==> src/rtl/typeb_deframer_pkg.sv <==
package typeb_deframer_pkg;

    typedef enum logic [2:0] {
        ST_UNSYNC = 3'd0,
        ST_ARMED  = 3'd1,
        ST_SOF_LO = 3'd2,
        ST_SOF_HI = 3'd3,
        ST_CHAR   = 3'd4,
        ST_GAP    = 3'd5
    } dfr_state_e;

endpackage

==> src/rtl/typeb_slicer.sv <==
module typeb_slicer #(
    parameter int W = 8
) (
    input  logic signed [W-1:0] val,
    output logic                bit_hi
);
    // strictly positive means logic 1; zero and negative mean logic 0
    assign bit_hi = !val[W-1] && (val != '0);
endmodule

==> src/rtl/typeb_byte_shift.sv <==
module typeb_byte_shift #(
    parameter int DW = 8
) (
    input  logic          clk,
    input  logic          rst_n,
    input  logic          en,
    input  logic          bit_in,
    output logic [DW-1:0] data
);
    // least significant bit arrives first: shift in at the top
    always_ff @(posedge clk) begin
        if (!rst_n) begin
            data <= '0;
        end else if (en) begin
            data <= {bit_in, data[DW-1:1]};
        end
    end
endmodule

==> src/rtl/typeb_deframer.sv <==
module typeb_deframer
    import typeb_deframer_pkg::*;
#(
    parameter int SMP_W     = 8,
    parameter int SPE       = 2,
    parameter int WAIT_MAX  = 52,
    parameter int LOW_MIN   = 16,
    parameter int LOW_MAX   = 28,
    parameter int HIGH_MAX  = 4,
    parameter int MAX_BYTES = 16
) (
    input  logic                    clk,
    input  logic                    rst_n,
    input  logic                    smp_valid,
    input  logic signed [SMP_W-1:0] smp_val,
    output logic                    byte_valid,
    output logic [7:0]              byte_data,
    output logic                    frame_done,
    output logic                    frame_error,
    output logic                    sof_seen
);
    localparam int CM1  = (WAIT_MAX > LOW_MAX) ? WAIT_MAX : LOW_MAX;
    localparam int CMAX = (CM1 > HIGH_MAX) ? CM1 : HIGH_MAX;
    localparam int CW   = $clog2(CMAX + 1);
    localparam int PW   = $clog2(SPE + 1);
    localparam int CTR  = SPE / 2;
    localparam int BW   = $clog2(MAX_BYTES + 1);

    typedef struct packed {
        dfr_state_e    st;
        logic [CW-1:0] cnt;
        logic [PW-1:0] ph;
        logic [3:0]    etu;
        logic [BW-1:0] nbytes;
        logic          sof;
        logic          bv;
        logic [7:0]    bd;
        logic          fd;
        logic          fe;
    } dfr_regs_t;

    dfr_regs_t q, d;
    logic       bit_hi;
    logic       shift_en;
    logic [7:0] shreg;
    logic       centre;
    logic       last_ph;

    typeb_slicer #(.W(SMP_W)) u_slicer (
        .val    (smp_val),
        .bit_hi (bit_hi)
    );

    typeb_byte_shift #(.DW(8)) u_shift (
        .clk    (clk),
        .rst_n  (rst_n),
        .en     (shift_en),
        .bit_in (bit_hi),
        .data   (shreg)
    );

    assign centre  = (q.ph == PW'(CTR));
    assign last_ph = (q.ph == PW'(SPE - 1));

    always_comb begin
        d        = q;
        d.bv     = 1'b0;
        d.fd     = 1'b0;
        d.fe     = 1'b0;
        shift_en = 1'b0;
        if (smp_valid) begin
            case (q.st)
                ST_UNSYNC: begin
                    if (bit_hi) begin
                        d.st  = ST_ARMED;
                        d.cnt = CW'(1);
                    end
                end
                ST_ARMED: begin
                    if (!bit_hi) begin
                        d.st  = ST_SOF_LO;
                        d.cnt = CW'(1);
                    end else if (q.cnt >= CW'(WAIT_MAX)) begin
                        d.st = ST_UNSYNC;
                    end else begin
                        d.cnt = q.cnt + CW'(1);
                    end
                end
                ST_SOF_LO: begin
                    if (!bit_hi) begin
                        if (q.cnt >= CW'(LOW_MAX)) d.st = ST_UNSYNC;
                        else                       d.cnt = q.cnt + CW'(1);
                    end else if (q.cnt < CW'(LOW_MIN)) begin
                        d.st = ST_UNSYNC;
                    end else begin
                        d.st     = ST_SOF_HI;
                        d.cnt    = CW'(1);
                        d.sof    = 1'b1;
                        d.nbytes = '0;
                    end
                end
                ST_SOF_HI: begin
                    if (bit_hi) begin
                        if (q.cnt >= CW'(HIGH_MAX)) d.st = ST_UNSYNC;
                        else                        d.cnt = q.cnt + CW'(1);
                    end else begin
                        d.st  = ST_CHAR;
                        d.ph  = PW'(1);
                        d.etu = 4'd0;
                    end
                end
                ST_GAP: begin
                    if (!bit_hi) begin
                        d.st  = ST_CHAR;
                        d.ph  = PW'(1);
                        d.etu = 4'd0;
                    end
                end
                ST_CHAR: begin
                    if (centre && (q.etu >= 4'd1) && (q.etu <= 4'd8)) shift_en = 1'b1;
                    if (last_ph) begin
                        d.ph  = '0;
                        d.etu = q.etu + 4'd1;
                    end else begin
                        d.ph = q.ph + PW'(1);
                    end
                    if (centre && (q.etu == 4'd9)) begin
                        if (!bit_hi) begin
                            d.fd = (q.nbytes != '0);
                            d.st = ST_UNSYNC;
                        end else if (q.nbytes == BW'(MAX_BYTES)) begin
                            d.fe = 1'b1;
                            d.st = ST_UNSYNC;
                        end else begin
                            d.bv     = 1'b1;
                            d.bd     = shreg;
                            d.nbytes = q.nbytes + BW'(1);
                            d.st     = ST_GAP;
                        end
                    end
                end
                default: d.st = ST_UNSYNC;
            endcase
        end
        if (d.st == ST_UNSYNC) d.sof = 1'b0;
    end

    always_ff @(posedge clk) begin
        if (!rst_n) q <= '0;
        else        q <= d;
    end

    assign byte_valid  = q.bv;
    assign byte_data   = q.bd;
    assign frame_done  = q.fd;
    assign frame_error = q.fe;
    assign sof_seen    = q.sof;

endmodule

==> config.mk <==
export PLATFORM = sky130hd
export DESIGN_NAME = typeb_deframer
export DESIGN_NICKNAME = d
export VERILOG_FILES = /design/src/rtl/typeb_deframer_pkg.sv /design/src/rtl/typeb_slicer.sv /design/src/rtl/typeb_byte_shift.sv /design/src/rtl/typeb_deframer.sv
export SDC_FILE = /design/constraint.sdc
export NUM_CORES = 1
export LEC_CHECK = 0
export ABC_AREA = 1
export BUFFER_PORTS_ARGS = -buffer_cell sky130_fd_sc_hd__buf_4
export CAP_MARGIN = 25
export CELL_PAD_IN_SITES_DETAIL_PLACEMENT = 1
export CELL_PAD_IN_SITES_GLOBAL_PLACEMENT = 2
export CORE_MARGIN = 2
export CORE_UTILIZATION = 30
export DETAILED_ROUTE_END_ITERATION = 7
export HOLD_SLACK_MARGIN = 0.05
export PLACE_DENSITY = 0.84
export SYNTH_ARGS = -nofsm -noshare
export SYNTH_HDL_FRONTEND = slang
export SYNTH_SLANG_ARGS = --single-unit
==> constraint.sdc <==
create_clock -name clk -period 1.54 [get_ports clk]
set_input_delay 0.231 -clock clk [delete_from_list [all_inputs] [get_ports clk]]
set_output_delay 0.231 -clock clk [all_outputs]
set_load 0.02 [all_outputs]
==> impl_metrics.toml <==
[setup_path]
cp.arrival_ns = 1.80
path_delay_family = "simple AND/OR/NAND/NOR gates"
r2r_end = "q[22]$_SDFFE_PN0P_"
crit_required_ns = 1.70
regToRegSetupSlack_ns = -0.09
slowest_stage = "dfxtp_4"
critPathLaunchType = "flip-flop"
rr_worst_depth = 7
cp_max_fo = 5
crit_type = "flip-flop to flip-flop"
cp-end-kind = "flip-flop"
r2r-start = "q[31]$_SDFF_PN0_"
max_stage_delay_ns = 0.43
path_buf_inv = 2
crit_chain = "inv_6 -> nor3_4 -> inv_2 -> nand3_2 -> nand3_4 -> o21ai_0 -> a211oi_1"

[sta]
finalCriticalPeriod_ns = 1.63
slew_violations = 0
clock_skew_ns = 0.00388
hold_slack_ns = 0.279
relSlewSlack_pct = 64.1
finalSetupViolations = 15
tightest_slew_ns = 0.537
finalSetupTns_ns = -0.493
rsz0062_at_grt = "true"
setup_slack_ns = -0.0928
fmax_mhz = 612
fin_crit_sh_pct = 106
hold_viol = 0

[grt]
grt_max_degree = 22
grt_pass1_wl_mm = 11.0
grt_use_met3_pct = 2.47
grt-ovfl-total = 0
use_met2_pct = 28.5
use_met1_pct = 20.5
top_usage_layer = "met2"
first_global_vias = 2380
grt_use_total_pct = 16.0
antenna_found_initial = 0

[flow_run]
drv_cap = 0

[placement]
dp_cells = 483
portBuffers = 22
hpwl_mm = 4.80
gp_congestion = 0.858

[power_and_ir_drop]
power_density_mw_per_mm2 = 617
irDropWorstVdd_v = 0.000267
total_power_mw = 2.16
leakage_nw = 1.50

[worst_hold_path]
min_path_cells = 3
hold_class = "primary input to flip-flop"
hp-start = "smp_valid"
hold_end = "q[29]$_SDFF_PN0_"

[cells_and_area]
multi_input_area_sq_mm = 0.00152
drive_gt1_share_pct = 48.0
insertedDiodeCount = 0
final_cells = 508
final_core_util_pct = 46.0
nets = 423
fill_cells = 946
final_common_cell = "buf_4"
final_cell_mix = "80 x buf_4, 47 x nand2_1, 31 x dfxtp_1"
area.sequential_sq_um = 820
syn2layout_area_growth_pct = 50.8

[yosys]
syn-num-nets = 344
synth_edf_count = 0
synthSimpleGateAreaFrac_pct = 29.4
yosys.area_share.xor_xnor_pct = 1.89
yosys-top-cells-area = "dfxtp_1 35%, nand2_1 8.9%, a21oi_1 6.5%"
synth_top_cell_by_area = "dfxtp_1"
syn_avg_cell_area_sq_um = 7.12
syn_inst = 326
synth_ff_type = "dfxtp_1"
synthesis.area_sq_mm = 0.00232
ys_seq_area_share_pct = 34.5
synth_top_family_by_area = "simple AND/OR/NAND/NOR gates"
yosysWarningCount = 0
synth_fa_ha_area_share_pct = 3.78
muxShareOfSynthArea_pct = 0
synth_compound_area_share_pct = 18.1
synth.ff_latch_count = 40
yosys.area.top_type_share_pct = 34.5
async_flop_share_pct = 0
yosysUniqueCellTypes = 36

[clocking]
cts_hold_buf = 0
clk_path_buf_depth = 2
cts_tree = "yes"
clock_latency_ns = 0.29
clock-sinks = 40
cts_root_buffer = "clkbuf_8"
path_clk_slew_ns = 0.08
cts_buffers = 5
cts.htree.levels = 2

[drt]
drt-total-wl_mm = 7.11
drt-wirelength-per-cell_um = 14.0
drc_errors = 0
drtIter0Drc = 108
antenna_left = 0
vias_per_cell = 4.65
routed-via-count = 2362
dr.pass1.iters = 4

[floorplanning]
ioPinCount = 23
die_w_um = 91.9
rows = 32
dieHeight_um = 91.9
initial_core_util_pct = 30.5
die-area_sq_mm = 0.00845
core_area_sq_mm = 0.00761

[status]
violations = "setup timing"
status = "finished with violations"
worst register-to-register path, delay by kind of cell (launching register included):
family / cells / cell delay [ns]
simple gates: 3 / 0.51
compound gates: 2 / 0.44
flops: 1 / 0.43
buf+inv: 2 / 0.13
routing by layer:
metal	up-vias	part of all wire (%)
met4	0	0.61
met2	17	52
met3	4	1.4
met1	1123	46
li1	1218	-
met5	-	0
cell type report:
type / instances / area share [%]
Clock inverter: 2 / 1.11
Inverter: 43 / 5.11
Multi-Input combinational cell: 225 / 43.5
Timing Repair Buffer: 90 / 20.9
Tap cell: 102 / 3.65
Sequential cell: 40 / 23.4
Clock buffer: 6 / 2.36
report_power, final:
group | internal, mW | total (mW) | switching, mW
Sequential | 1.04 | 1.04 | 0.00681
Combinational | 0.0840 | 0.205 | 0.121
Clock | 0.530 | 0.910 | 0.380
Total | 1.65 | 2.16 | 0.508
synthesized netlist by cell type, types with 4 or more instances:
master and number:
inv_1 34, nor2_1 33, inv_2 8, o21ai_2 4
xor2_1 4, dfxtp_1 40, nand3_1 30, o21ai_0 22
o21ai_1 6, buf_2 4, a21oi_1 30, ha_1 7
nand3_2 4, buf_4 9, nand2_1 55
worst max-delay path by stage:
stage / start / endpoint / slack, ns / cells past startpoint
2_1_floorplan: q[18]$_SDFFE_PN0P_ / q[14]$_SDFFE_PN0P_ / 0.03 / 9
3_3_place_gp: q[18]$_SDFFE_PN0P_ / sof_seen$_SDFFE_PP0P_ / -0.19 / 12
3_5_place_dp: smp_val[3] / q[21]$_SDFFE_PN0P_ / -0.25 / 10
4_1_cts: q[18]$_SDFFE_PN0P_ / sof_seen$_SDFFE_PP0P_ / -0.05 / 12
5_1_grt: q[31]$_SDFF_PN0_ / q[22]$_SDFFE_PN0P_ / -0.19 / 7
6_report: q[31]$_SDFF_PN0_ / q[22]$_SDFFE_PN0P_ / -0.09 / 7
what timing repair did:
action	4_1_cts	5_1_grt
gates resized for setup	43	67
buffers inserted	5	12
gates cloned	1	1
endpoints found under the setup margin	37	38
pin swaps	13	28
sequential cells by signal, summed over array words and instances (netlist names):
name / flops
q: 20
byte_data: 8
frame_error: 1
sof_seen: 1
byte_valid: 1
u_shift.data: 8
frame_done: 1
per-stage QoR:
stage	instance area [sq um]	setup WS (ns)
after CTS	3180	-0.0545
after detailed placement	2890	-0.251
after global placement	2890	-0.195
final	3500	-0.0928
after global routing	3500	-0.189
after floorplan	2320	0.0293
cell families after synthesis:
group,Yosys count
buffers and inverters,61
adders and majority gates,7
xor gates and xnor gates,5
AOI/OAI and AO/OA,74
and+or+nand+nor,139
DFF,40
Note: power is estimated with default switching activity, not from simulation.
